**src/rtl/lsd_pkg.sv**
```systemverilog
package lsd_pkg;
  localparam int ADDR_W = 3;
  localparam int RCFG_W = 6;

  typedef enum logic [ADDR_W-1:0] {
    ADR_MODE = 3'b000,
    ADR_GATE = 3'b001,
    ADR_RCFG = 3'b010,
    ADR_MASK = 3'b011
  } reg_addr_e;
endpackage

```
**src/rtl/lsd_spi_front.sv**
```systemverilog
module lsd_spi_front
  import lsd_pkg::*;
#(
  parameter int NCH = 6
) (
  input  logic                    clk,
  input  logic                    rst_n,
  input  logic                    sclk_i,
  input  logic                    csn_i,
  input  logic                    mosi_i,
  input  logic [2*NCH-1:0]        snap_i,
  output logic                    miso_o,
  output logic                    commit_o,
  output logic [ADDR_W+NCH-1:0]   cmd_o
);
  localparam int FRAME_LEN = 2 * NCH;
  localparam int CMD_W     = ADDR_W + NCH;
  localparam int CNT_W     = $clog2(FRAME_LEN + 2);
  localparam logic [CNT_W-1:0] CNT_MAX = CNT_W'(FRAME_LEN + 1);
  localparam logic [CNT_W-1:0] CNT_OK  = CNT_W'(FRAME_LEN);

  logic [1:0] sclk_s, csn_s, mosi_s;
  logic       sclk_d, csn_d;
  logic [CMD_W-1:0]     in_q, in_d;
  logic [2*NCH-1:0]     out_q, out_d;
  logic [CNT_W-1:0]     cnt_q, cnt_d;
  logic cs_act, sclk_rise, sclk_fall, cs_fall, cs_rise;

  always_comb begin
    cs_act    = ~csn_s[1];
    sclk_rise = cs_act & sclk_s[1] & ~sclk_d;
    sclk_fall = cs_act & ~sclk_s[1] & sclk_d;
    cs_fall   = ~csn_s[1] & csn_d;
    cs_rise   = csn_s[1] & ~csn_d;

    in_d  = in_q;
    out_d = out_q;
    cnt_d = cnt_q;
    if (cs_fall) begin
      out_d = snap_i;
      cnt_d = '0;
    end else begin
      if (sclk_rise) begin
        in_d = {in_q[CMD_W-2:0], mosi_s[1]};
        if (cnt_q != CNT_MAX) cnt_d = cnt_q + 1'b1;
      end
      if (sclk_fall) out_d = {out_q[2*NCH-2:0], 1'b0};
    end
  end

  always_ff @(posedge clk or negedge rst_n) begin
    if (!rst_n) begin
      sclk_s <= '0;
      csn_s  <= '1;
      mosi_s <= '0;
      sclk_d <= 1'b0;
      csn_d  <= 1'b1;
      in_q   <= '0;
      out_q  <= '0;
      cnt_q  <= '0;
    end else begin
      sclk_s <= {sclk_s[0], sclk_i};
      csn_s  <= {csn_s[0], csn_i};
      mosi_s <= {mosi_s[0], mosi_i};
      sclk_d <= sclk_s[1];
      csn_d  <= csn_s[1];
      in_q   <= in_d;
      out_q  <= out_d;
      cnt_q  <= cnt_d;
    end
  end

  assign miso_o   = cs_act & out_q[2*NCH-1];
  assign commit_o = cs_rise & (cnt_q == CNT_OK);
  assign cmd_o    = in_q;
endmodule

```
**src/rtl/lsd_cfg_regs.sv**
```systemverilog
module lsd_cfg_regs
  import lsd_pkg::*;
#(
  parameter int NCH = 6
) (
  input  logic                   clk,
  input  logic                   rst_n,
  input  logic                   en_i,
  input  logic                   commit_i,
  input  logic [ADDR_W+NCH-1:0]  cmd_i,
  output logic [NCH-1:0]         gate_o,
  output logic [NCH-1:0]         mode_o,
  output logic [RCFG_W-1:0]      rcfg_o,
  output logic [NCH-1:0]         mask_o,
  output logic [NCH-1:0]         mask_eff_o
);
  localparam int CMD_W = ADDR_W + NCH;

  logic [ADDR_W-1:0] addr;
  logic [NCH-1:0]    data;
  logic              wr;
  logic [NCH-1:0]    gate_q, gate_d, mode_q, mode_d, mask_q, mask_d;
  logic [RCFG_W-1:0] rcfg_q, rcfg_d;

  always_comb begin
    addr   = cmd_i[CMD_W-1 -: ADDR_W];
    data   = cmd_i[NCH-1:0];
    wr     = commit_i & ~addr[ADDR_W-1];
    mode_d = (wr && addr == ADR_MODE) ? data : mode_q;
    rcfg_d = (wr && addr == ADR_RCFG) ? RCFG_W'(data) : rcfg_q;
    mask_d = (wr && addr == ADR_MASK) ? data : mask_q;
    if (!en_i)                        gate_d = '0;
    else if (wr && addr == ADR_GATE)  gate_d = data;
    else                              gate_d = gate_q;
  end

  always_ff @(posedge clk or negedge rst_n) begin
    if (!rst_n) begin
      gate_q <= '0;
      mode_q <= '0;
      rcfg_q <= '0;
      mask_q <= '0;
    end else begin
      gate_q <= gate_d;
      mode_q <= mode_d;
      rcfg_q <= rcfg_d;
      mask_q <= mask_d;
    end
  end

  assign gate_o     = gate_q;
  assign mode_o     = mode_q;
  assign rcfg_o     = rcfg_q;
  assign mask_o     = mask_q;
  // old & new: unmasking waits one more frame, masking takes effect at once
  assign mask_eff_o = mask_q & mask_d;
endmodule

```
**src/rtl/lsd_fault_flags.sv**
```systemverilog
module lsd_fault_flags #(
  parameter int NCH = 6
) (
  input  logic               clk,
  input  logic               rst_n,
  input  logic               en_i,
  input  logic               commit_i,
  input  logic [NCH-1:0]     rpt_vld_i,
  input  logic [2*NCH-1:0]   rpt_code_i,
  input  logic [NCH-1:0]     stat_i,
  input  logic [NCH-1:0]     mask_i,
  input  logic [NCH-1:0]     mask_eff_i,
  output logic [2*NCH-1:0]   snap_o,
  output logic               fault_flag_n_o,
  output logic               stat_flag_n_o
);
  logic [2*NCH-1:0] lat_q, lat_d;
  logic [NCH-1:0]   hit;
  logic             ff_q, ff_d, sf_q, sf_d;

  for (genvar c = 0; c < NCH; c++) begin : g_ch
    logic take;
    always_comb begin
      take = en_i & rpt_vld_i[c] & (|rpt_code_i[2*c +: 2]);
      if (!en_i)      lat_d[2*c +: 2] = 2'b00;
      else if (take)  lat_d[2*c +: 2] = rpt_code_i[2*c +: 2];
      else if (commit_i) lat_d[2*c +: 2] = 2'b00;
      else            lat_d[2*c +: 2] = lat_q[2*c +: 2];
      hit[c] = |lat_q[2*c +: 2];
    end
  end

  always_comb begin
    if (!en_i)          ff_d = 1'b1;
    else if (commit_i)  ff_d = ~|(hit & mask_eff_i);
    else                ff_d = ff_q;
    sf_d = ~(en_i & (|(stat_i & mask_i)));
  end

  always_ff @(posedge clk or negedge rst_n) begin
    if (!rst_n) begin
      lat_q <= '0;
      ff_q  <= 1'b1;
      sf_q  <= 1'b1;
    end else begin
      lat_q <= lat_d;
      ff_q  <= ff_d;
      sf_q  <= sf_d;
    end
  end

  assign snap_o         = lat_q;
  assign fault_flag_n_o = ff_q;
  assign stat_flag_n_o  = sf_q;
endmodule

```
**src/rtl/lsd_serial_regs.sv**
```systemverilog
module lsd_serial_regs
  import lsd_pkg::*;
#(
  parameter int NCH = 6
) (
  input  logic               clk,
  input  logic               rst_n,
  input  logic               sclk_i,
  input  logic               csn_i,
  input  logic               mosi_i,
  output logic               miso_o,
  input  logic               en_i,
  input  logic [NCH-1:0]     rpt_vld_i,
  input  logic [2*NCH-1:0]   rpt_code_i,
  input  logic [NCH-1:0]     stat_i,
  output logic [NCH-1:0]     gate_sel_o,
  output logic [NCH-1:0]     latch_off_o,
  output logic [1:0]         thr_lo_o,
  output logic               rfr_lo_o,
  output logic [1:0]         thr_hi_o,
  output logic               rfr_hi_o,
  output logic               fault_flag_n_o,
  output logic               stat_flag_n_o
);
  localparam int CMD_W = ADDR_W + NCH;

  logic [1:0]        rst_sync;
  logic              rst_ns;
  logic              commit;
  logic [CMD_W-1:0]  cmd;
  logic [2*NCH-1:0]  snap;
  logic [RCFG_W-1:0] rcfg;
  logic [NCH-1:0]    mask_q, mask_eff;

  always_ff @(posedge clk or negedge rst_n) begin
    if (!rst_n) rst_sync <= '0;
    else        rst_sync <= {rst_sync[0], 1'b1};
  end
  assign rst_ns = rst_sync[1];

  lsd_spi_front #(.NCH(NCH)) u_front (
    .clk(clk), .rst_n(rst_ns), .sclk_i(sclk_i), .csn_i(csn_i), .mosi_i(mosi_i),
    .snap_i(snap), .miso_o(miso_o), .commit_o(commit), .cmd_o(cmd)
  );

  lsd_cfg_regs #(.NCH(NCH)) u_regs (
    .clk(clk), .rst_n(rst_ns), .en_i(en_i), .commit_i(commit), .cmd_i(cmd),
    .gate_o(gate_sel_o), .mode_o(latch_off_o), .rcfg_o(rcfg),
    .mask_o(mask_q), .mask_eff_o(mask_eff)
  );

  lsd_fault_flags #(.NCH(NCH)) u_flags (
    .clk(clk), .rst_n(rst_ns), .en_i(en_i), .commit_i(commit),
    .rpt_vld_i(rpt_vld_i), .rpt_code_i(rpt_code_i), .stat_i(stat_i),
    .mask_i(mask_q), .mask_eff_i(mask_eff), .snap_o(snap),
    .fault_flag_n_o(fault_flag_n_o), .stat_flag_n_o(stat_flag_n_o)
  );

  assign thr_lo_o = rcfg[1:0];
  assign rfr_lo_o = rcfg[2];
  assign thr_hi_o = rcfg[4:3];
  assign rfr_hi_o = rcfg[5];
endmodule

```
**config.mk**
```make
export PLATFORM = sky130hd
export DESIGN_NAME = lsd_serial_regs
export DESIGN_NICKNAME = d
export VERILOG_FILES = /design/src/rtl/lsd_pkg.sv /design/src/rtl/lsd_spi_front.sv /design/src/rtl/lsd_cfg_regs.sv /design/src/rtl/lsd_fault_flags.sv /design/src/rtl/lsd_serial_regs.sv
export SDC_FILE = /design/constraint.sdc
export NUM_CORES = 1
export LEC_CHECK = 0
export CAP_MARGIN = 20
export CORE_ASPECT_RATIO = 2
export CORE_MARGIN = 3
export CORE_UTILIZATION = 55
export CTS_CLUSTER_DIAMETER = 30
export DETAILED_ROUTE_END_ITERATION = 8
export PLACE_DENSITY = 0.82
export SLEW_MARGIN = 10
export SYNTH_ARGS = -nofsm -noshare
export SYNTH_HDL_FRONTEND = slang
export SYNTH_SLANG_ARGS = --single-unit
```
**constraint.sdc**
```tcl
create_clock -name clk -period 4.4 [get_ports clk]
set_clock_uncertainty 0.15 [all_clocks]
set_input_delay 0.88 -clock clk [delete_from_list [all_inputs] [get_ports clk]]
set_output_delay 0.88 -clock clk [all_outputs]
set_load 0.05 [all_outputs]
```
==> reports/qor.txt, run 1 <==
Worst Tran Pin Value: 0.804 ns
Routability Congestion: 0.816
pre-CTS setup slack: 2.07 ns
Die X: 59.0 µm
Netlist cell types: 38
synthesized area per cell: 12.3 µm²
layout cells sized above 1: 0.170
IO Port Bufs: 50
Pint: 1.04 mW
number of top-level pins: 51
Setup-failing EPs final: 0
EDFF count, synth: 0
stages on the worst setup path: 1
Worst R2R Start: u_front.csn_s[1]$_DFF_PN1_
Psw: 349 µW
RSZ-0062 raised after global routing: no
Die Span Y: 112 µm
CTS HTree Levels: 3
layout net count: 339
critical path launch point type: register
via count: 2114
Synth warnings: 0
Avg WL per Cell: 15.9 µm
Placement Cell Area: 3640 µm²
Max Cap Viol: 0
Tot Pwr: 1.39 mW
pwr dens: 362 nW/µm²
Clk Latency, worst-skew pair: 0.34 ns
final setup margin: 1.71 ns
final std cells w/o fill: 371
number of global-route vias before repair: 2183
slowest CP cell: clkdlybuf4s50_1
number of CTS-inserted buffers: 9
via/cell ratio: 5.70
row cnt: 38
sequential element share of the synthesized area: 0.593
critical path endpoint: fault_flag_n_o
Top delay family on crit path: buffers and inverters
Overall Global Routing Usage: 0.204
FF+latch count, synth: 73
Syn-to-layout area delta: 23.8%
Comb pwr share: 0.090
fin util: 0.706
cell count after synthesis: 252
R2R setup slack: 2.15 ns
Worst-path clk slew: 0.07 ns
Setup Buffers After CTS: 0
total grt overflow: 0
initial antenna violation count: 0
fillcell total: 417
drt initial violations: 55
clock network fraction of total power: 0.347
Final ANT Viol Nets: 0
root cell of the clock tree: clkbuf_8
multi-input logic area: 1200 µm²
critical path startpoint: u_flags.fault_flag_n_o$_DFFE_PN1P_
total placed cells including tap cells: 355
DPL Wire Length: 4.34 mm
Final Instance Area: 3830 µm²
CP Max Fanout: 2
Slew Limit Fails: 0
FF-to-FF End: u_front.cmd_o[3]$_DFFE_PN0P_
Rel. slew slack: 0.463
peak supply drop: 0.395 mV
critical path's largest stage delay: 0.79 ns
Fin Hold WS: 0.178 ns
Final min period: 2.69 ns
Clock Sinks: 73
Hold WC Path Type: reg -> async
switch share: 0.252
Core Region: 5420 µm²
hold buffers post-CTS: 0
full die area: 6610 µm²
CP bufs+invs: 1
largest net degree at the start of global routing: 37
Reg power frac: 0.564
first-pass GRT wire length: 10.0 mm
FF+latch area: 1830 µm²
final WL: 5.91 mm
drt pass-1 iters: 4
Post-synth top flop: dfrtp_1
WS Path Type: reg -> out
DRC: 0
Antenna diodes: 0
endpoint class of the critical path: output pin
setup_tns: 0 ns
status: complete, no violations
Max Clk Rate: 371 MHz
CTS tree: done
Synth async-reset ratio: 1.00
Final Hold Viols: 0
Post-CTS Resized: 0
worst path cell trace: clkdlybuf4s50_1
final worst-path cycle share: 0.612
Synthesized Nets: 285
Critical Path AT: 1.66 ns
R2R cell count: 3
Initial Util: 0.571
Data required, critical path: 3.37 ns
Clock Tree Buf Depth: 2
Syn Std Cell Area: 3090 µm²
leakage: 1.76 nW
[sequential cells by signal (all words and copies together) (netlist names), 4 cells and up]
register / flops
u_flags.snap_o: 12
u_front.cnt_q: 4
u_regs.gate_o: 6
u_front.cmd_o: 9
u_front.out_q: 12
u_regs.mask_o: 6
u_regs.mode_o: 6
u_regs.rcfg_o: 6
[placed cells by master (no fill, tap or decap), types with 3 or more instances in the layout]
master	n
a21boi_0	12
a22oi_1	3
buf_4	3
clkbuf_8	12
clkdlybuf4s50_1	50
dfrtp_1	67
dfstp_2	5
ha_1	3
inv_1	4
mux2_2	17
mux2_4	6
mux2i_1	17
nand2_1	31
nand3_1	17
nor2_1	4
nor2b_1	11
o21ai_0	19
[worst reg2reg max path: cells and delay by family (launching register included)]
| family | cells | cell delay, ns |
|---|---|---|
| DFF | 1 | 0.39 |
| muxes | 1 | 0.42 |
| and+or+nand+nor | 2 | 1.19 |
[worst min path at each step]
stage	start	to	slack [ns]	depth (start not counted)
after floorplan	rst_sync[0]$_DFF_PN0_	rst_sync[1]$_DFF_PN0_	0.18	0
after global placement	u_front.mosi_s[0]$_DFF_PN0_	u_front.mosi_s[1]$_DFF_PN0_	0.18	0
after detailed placement	u_front.mosi_s[0]$_DFF_PN0_	u_front.mosi_s[1]$_DFF_PN0_	0.19	0
after CTS	rst_sync[1]$_DFF_PN0_	u_front.mosi_s[0]$_DFF_PN0_	0.21	0
after global routing	u_front.sclk_s[0]$_DFF_PN0_	u_front.sclk_s[1]$_DFF_PN0_	0.21	0
final	rst_sync[1]$_DFF_PN0_	u_front.cnt_q[0]$_DFFE_PN0P_	0.18	0
[synthesized netlist by cell type (3+ instances only)]
library cell	n	share of area
nor2b_1	11	0.022
dfstp_2	5	0.042
dfrtp_1	68	0.55
buf_2	3	0.0049
a22oi_1	3	0.0073
mux2_4	6	0.029
ha_1	3	0.012
clkbuf_1	6	0.0073
nand2_1	31	0.038
a21boi_0	12	0.029
mux2_2	17	0.062
nor2_1	4	0.0049
inv_1	4	0.0049
o21ai_0	19	0.031
nand3_1	17	0.028
mux2i_1	17	0.055
[cells by family after synthesis]
family | count (synthesis) | share of synthesized area
adders and majority gates | 3 | 0.0121
xor gates and xnor gates | 3 | 0.00850
AOI/OAI and AO/OA | 43 | 0.0918
DFF | 73 | 0.593
other | 1 | 0.00121
buffers and inverters | 14 | 0.0206
and+or+nand+nor | 75 | 0.127
muxes | 40 | 0.146
[cell type report]
class                           instances  area share
Multi-Input combinational cell        165       0.312
Inverter                                4     0.00392
Sequential cell                        73       0.479
Clock buffer                           14      0.0451
Timing Repair Buffer                   53       0.137
Clock inverter                          2     0.00327
Tap cell                               60      0.0196
[layer usage]
| metal | part of all wire | GRT usage | up-vias |
|---|---|---|---|
| met5 | 0 | 0 | - |
| met4 | 0.032 | 0.113 | 0 |
| met3 | 0.037 | 0.0552 | 13 |
| met2 | 0.55 | 0.339 | 51 |
| met1 | 0.38 | 0.226 | 1056 |
| li1 | - | - | 994 |
[power groups by stage]
stage / clock network (mW) / registers, mW / logic (mW)
after floorplan: 0 / 0.773 / 0.0751
after global placement: 0 / 0.789 / 0.119
after detailed placement: 0 / 0.793 / 0.125
after CTS: 0.490 / 0.781 / 0.126
after global routing: 0.520 / 0.789 / 0.140
final: 0.480 / 0.781 / 0.124
No activity file was read; power rests on OpenSTA's default activity.
==> run 2: changes to the inputs <==
Settings changed: CORE_UTILIZATION 55 to 48, PLACE_DENSITY 0.82 to 0.76.
Clock period 4.4 ns to 2.2 ns, I/O delays scaled along.
==> run 2 against run 1 <==
Compared with the run above: non-clock buffer count rose by 6; sequential share of layout area fell by 2.0 points; critical path depth did not move; cell area rose by 4.4%; routed wire length rose by 2.4%; hold slack got worse by 0.057 ns; flip-flop and latch count did not move; sequential power rose by 100%; worst setup slack got worse by 1.6 ns; clock-buffer cell count fell by 1; cell count rose by 8.1%; power rose by 130%; critical endpoint is now gate_sel_o[4]; largest cell class unchanged; largest power group unchanged.
==> reports/qor.txt, run 2 (synthesized netlist as in run 1, its figures left out) <==
row cnt: 40 (+5.3%)
first-pass GRT wire length: 10.3 mm (+2.3%)
CP Max Fanout: 2 (unchanged)
drt pass-1 iters: 5 (+1)
critical path's largest stage delay: 0.81 ns (+0.02 ns)
Setup Buffers After CTS: 0 (unchanged)
Critical Path AT: 1.50 ns (-0.16 ns)
peak supply drop: 0.551 mV (+39%)
critical path endpoint: gate_sel_o[4]
Placement Cell Area: 3720 µm² (+2.2%)
critical path startpoint: u_regs.gate_o[4]$_DFFE_PN0P_
DRC: 0 (unchanged)
number of global-route vias before repair: 2124 (-2.7%)
Die X: 62.8 µm (+6.3%)
total grt overflow: 0 (unchanged)
initial antenna violation count: 0 (unchanged)
worst path cell trace: clkdlybuf4s50_1
Worst-path clk slew: 0.05 ns (-0.02 ns)
Clock Tree Buf Depth: 2 (unchanged)
via/cell ratio: 5.20 (-8.7%)
Top delay family on crit path: buffers and inverters
hold buffers post-CTS: 0 (unchanged)
Antenna diodes: 0 (unchanged)
Final ANT Viol Nets: 0 (unchanged)
Clk Latency, worst-skew pair: 0.33 ns (about the same)
commonest non-fill, non-tap cell in the layout: dfrtp_1
Max Clk Rate: 479 MHz
RSZ-0062 raised after global routing: no
largest net degree at the start of global routing: 72 (+95%)
Overall Global Routing Usage: 0.183 (-0.0204)
CTS HTree Levels: 3 (unchanged)
R2R cell count: 4 (+1)
IO Port Bufs: 50 (unchanged)
CP bufs+invs: 1 (unchanged)
final worst-path cycle share: 0.949
Core Region: 6110 µm² (+13%)
status: complete, no violations
Avg WL per Cell: 15.1 µm (-5.2%)
Final Hold Viols: 0 (unchanged)
full die area: 7500 µm² (+13%)
Fin Hold WS: 0.121 ns (-0.0565 ns)
Die Span Y: 120 µm (+6.7%)
WS Path Type: reg -> out
Data required, critical path: 1.61 ns (-1.76 ns)
FF-to-FF End: u_regs.mode_o[1]$_DFFE_PN0P_
Final min period: 2.09 ns
endpoint class of the critical path: output pin
commonest cells after routing, fill and taps aside: dfrtp_1 (67), clkdlybuf4s50_1 (47), nand2_1 (31)
Setup-failing EPs final: 0 (unchanged)
layout net count: 345 (+1.8%)
leakage: 1.84 nW (+4.6%)
R2R setup slack: 0.19 ns (-1.96 ns)
layout cells sized above 1: 0.196 (+0.0252)
number of top-level pins: 51 (unchanged)
via count: 2087 (-1.3%)
Initial Util: 0.507 (-0.0641)
Worst Tran Pin Value: 0.613 ns (-0.191 ns)
Post-CTS Resized: 0 (unchanged)
critical path launch point type: register
Clock Sinks: 73 (unchanged)
Slew Limit Fails: 0 (unchanged)
Hold WC Path Type: in -> async
slowest CP cell: clkdlybuf4s50_1
stages on the worst setup path: 1 (unchanged)
number of CTS-inserted buffers: 9 (unchanged)
setup_tns: 0 ns (unchanged)
Routability Congestion: 0.757 (-7.3%)
DPL Wire Length: 4.43 mm (+2.0%)
fillcell total: 495 (+19%)
Rel. slew slack: 0.590 (+0.127)
drt initial violations: 36 (-35%)
Worst R2R Start: u_front.csn_s[1]$_DFF_PN1_
root cell of the clock tree: clkbuf_16
Max Cap Viol: 0 (unchanged)
CTS tree: done
final WL: 6.06 mm (+2.4%)
Syn-to-layout area delta: 29.3%
Tot Pwr: 3.14 mW (+130%)
Final Instance Area: 4000 µm² (+4.4%)
pwr dens: 784 nW/µm² (+120%)
[run 2: worst min path at each step]
| stage | from | end | slack [ns] | cells after the start |
|---|---|---|---|---|
| final | rst_n | rst_sync[0]$_DFF_PN0_ | 0.12 | 1 |
| after global routing | rst_n | rst_sync[1]$_DFF_PN0_ | 0.11 | 1 |
| after CTS | rst_n | rst_sync[0]$_DFF_PN0_ | 0.11 | 1 |
| after detailed placement | rst_sync[1]$_DFF_PN0_ | u_front.cnt_q[0]$_DFFE_PN0P_ | 0.15 | 1 |
| after global placement | rst_sync[1]$_DFF_PN0_ | u_front.mosi_s[0]$_DFF_PN0_ | 0.14 | 1 |
| after floorplan | rst_n | rst_sync[0]$_DFF_PN0_ | -0.006 | 0 |
[run 2: report_power, final]
part           switching, mW  internal (mW)
sequential             0.111           1.44
clock                  0.501          0.818
combinational          0.126          0.135
total                  0.739           2.40
[run 2: metrics by stage]
| step | setup WS, ns | instances | util |
|---|---|---|---|
| 6_report | 0.112 | 401 | 0.655 |
| 5_1_grt | 0.0586 | 401 | 0.655 |
| 4_1_cts | 0.0859 | 401 | 0.655 |
| 3_5_place_dp | 0.192 | 385 | 0.610 |
| 3_3_place_gp | 0.233 | 385 | 0.610 |
| 2_1_floorplan | 0.189 | 252 | - |
[run 2: cell type report]
cell class                      instances  area, µm²  area share
Tap cell                               84        105      0.0263
Timing Repair Buffer                   59        573       0.143
Clock buffer                           13        260      0.0651
Clock inverter                          3       15.0     0.00375
Multi-Input combinational cell        165       1200       0.299
Sequential cell                        73       1830       0.459
Inverter                                4       15.0     0.00375
[run 2: metal layers]
layer	global-route usage	part of all wire	vias up
met1	0.189	0.38	1026
met3	0.0562	0.033	12
met5	0	0	-
li1	-	-	1010
met4	0.0927	0.023	0
met2	0.328	0.57	39
==> run 3: changes to the inputs <==
Settings changed: CORE_ASPECT_RATIO 2 to default, CORE_MARGIN 3 to default, CORE_UTILIZATION 48 to 55, PLACE_DENSITY 0.76 to 0.82.
Clock period 2.2 ns to 2.56 ns, I/O delays scaled along.
==> run 3 against run 2 <==
Compared with the run above: register-to-register slack gained 0.23 ns; clock power fell by 39%; worst setup slack improved by 0.079 ns; power is 25% lower; cell area is 3.6% lower; sequential power is 14% lower; utilization up 7.7 points; cell count shrank 4.5%; routed wire length up 0.97%; critical endpoint is now fault_flag_n_o; critical path depth unchanged; via count is 0.34% higher; die area is 21% lower.
==> reports/qor.txt, run 3 (synthesized netlist as in run 1, its figures left out) <==
status: complete, no violations
wire length on met1: 2.70 mm (+19%)
root cell of the clock tree: clkbuf_8
Data required, critical path: 1.90 ns (+0.29 ns)
DRC: 0 (unchanged)
Critical Path AT: 1.71 ns (+0.21 ns)
IO Port Bufs: 50 (unchanged)
fillcell total: 385 (-22%)
Clk Latency, worst-skew pair: 0.34 ns (about the same)
drt initial violations: 65 (+81%)
Syn-to-layout area delta: 24.6%
final worst-path cycle share: 0.925
fin util: 0.731 (+0.0766)
number of global-route vias before repair: 2168 (+2.1%)
WS Path Type: reg -> out
total placed cells including tap cells: 367 (-4.7%)
Met3 Routed Length: 225 µm (+12%)
CP Max Fanout: 2 (unchanged)
Slew Limit Fails: 0 (unchanged)
drt pass-1 iters: 4 (-1)
via count: 2094 (+0.34%)
Final Hold Viols: 0 (unchanged)
Max Cap Viol: 0 (unchanged)
final std cells w/o fill: 383 (-4.5%)
Top delay family on crit path: buffers and inverters
full die area: 5930 µm² (-21%)
multi-input logic area: 1200 µm² (unchanged)
Hold WC Path Type: reg -> async
CTS tree: done
row cnt: 26 (-35%)
RSZ-0062 raised after global routing: no
Fin Hold WS: 0.143 ns (+0.0217 ns)
critical path launch point type: register
final WL: 6.12 mm (+0.97%)
CP bufs+invs: 1 (unchanged)
pwr dens: 613 nW/µm² (-22%)
Antenna diodes: 0 (unchanged)
Setup-failing EPs final: 0 (unchanged)
endpoint class of the critical path: output pin
Overall Global Routing Usage: 0.233 (+0.0497)
via/cell ratio: 5.47 (+5.1%)
Tot Pwr: 2.36 mW (-25%)
Max Clk Rate: 422 MHz
commonest cells after routing, fill and taps aside: dfrtp_1 (67), clkdlybuf4s50_1 (50), nand2_1 (31)
total grt overflow: 0 (unchanged)
Initial Util: 0.587 (+0.0803)
max layer used: met4
Worst Tran Pin Value: 0.626 ns (+0.0138 ns)
worst path cell trace: clkdlybuf4s50_1
critical path's largest stage delay: 0.80 ns (about the same)
setup_tns: 0 ns (unchanged)
Final ANT Viol Nets: 0 (unchanged)
initial antenna violation count: 0 (unchanged)
layout cells sized above 1: 0.169 (-0.0263)
number of top-level pins: 51 (unchanged)
commonest non-fill, non-tap cell in the layout: dfrtp_1
leakage: 1.77 nW (-3.9%)
hold buffers post-CTS: 0 (unchanged)
DPL Wire Length: 4.48 mm (+1.2%)
Clock Sinks: 73 (unchanged)
Post-CTS Resized: 0 (unchanged)
CTS HTree Levels: 3 (unchanged)
Die Span Y: 77.0 µm (-36%)
layout net count: 341 (-1.2%)
Avg WL per Cell: 16.0 µm (+5.7%)
largest net degree at the start of global routing: 36 (-50%)
Setup Buffers After CTS: 0 (unchanged)
Routability Congestion: 0.861 (+14%)
Core Region: 5270 µm² (-14%)
Rel. slew slack: 0.582 (-0.00789)
FF+latch area: 1830 µm² (unchanged)
Final min period: 2.37 ns
first-pass GRT wire length: 10.5 mm (+1.9%)
Die X: 77.0 µm (+23%)
Worst-path clk slew: 0.07 ns (+0.02 ns)
Clock Tree Buf Depth: 2 (unchanged)
slowest CP cell: clkdlybuf4s50_1
peak supply drop: 0.467 mV (-15%)
number of CTS-inserted buffers: 9 (unchanged)
metal2 WL: 3.13 mm (-9.0%)
## run 3: changes by cell type in the layout (fill, tap and decap cells not counted), sizes merged
cell | before | now
clkinv | 3 | 1
clkdlybuf4s50 | 47 | 50
clkbuf | 13 | 15
buf | 12 | 5
## run 3: final timing paths
path                                                         start                            end  slack, ns  depth (start not counted)
worst min register to register               rst_sync[1]$_DFF_PN0_  u_flags.snap_o[3]$_DFFE_PN0P_       0.14                          0
max in group asynchronous                    rst_sync[1]$_DFF_PN0_     u_front.csn_s[1]$_DFF_PN1_       1.44                          1
min in group clk                       u_front.sclk_s[0]$_DFF_PN0_    u_front.sclk_s[1]$_DFF_PN0_       0.21                          0
worst max register to register          u_front.csn_s[1]$_DFF_PN1_   u_regs.mode_o[4]$_DFFE_PN0P_       0.42                          4
worst max-delay path            u_flags.fault_flag_n_o$_DFFE_PN1P_                 fault_flag_n_o       0.19                          1
worst min-delay path                         rst_sync[1]$_DFF_PN0_  u_flags.snap_o[3]$_DFFE_PN0P_       0.14                          0
## run 3: through the flow
step / area (µm²) / worst slack, ns
finish: 3850 / 0.191
global placement: 3680 / 0.484
CTS: 3850 / 0.188
global route: 3850 / 0.163
detailed placement: 3680 / 0.423
floorplan: 3090 / 0.235
## run 3: layout make-up
class                      count  area share
tap                           70      0.0227
clock buffer                  15      0.0432
inverter                       4     0.00389
multi-input combinational    165       0.310
clock inverter                 1     0.00130
timing repair buffer          55       0.143
sequential                    73       0.476
## run 3: where the power goes
part	internal [mW]	total, mW	switching (mW)
logic	0.117	0.220	0.103
clock network	0.406	0.802	0.397
registers	1.24	1.34	0.103
total	1.76	2.36	0.603
## run 3: layer usage
layer / track usage / vias to the layer above
li1: - / 995
met1: 0.297 / 1049
met2: 0.389 / 43
met3: 0.0714 / 7
met4: 0.0566 / 0
met5: 0 / -
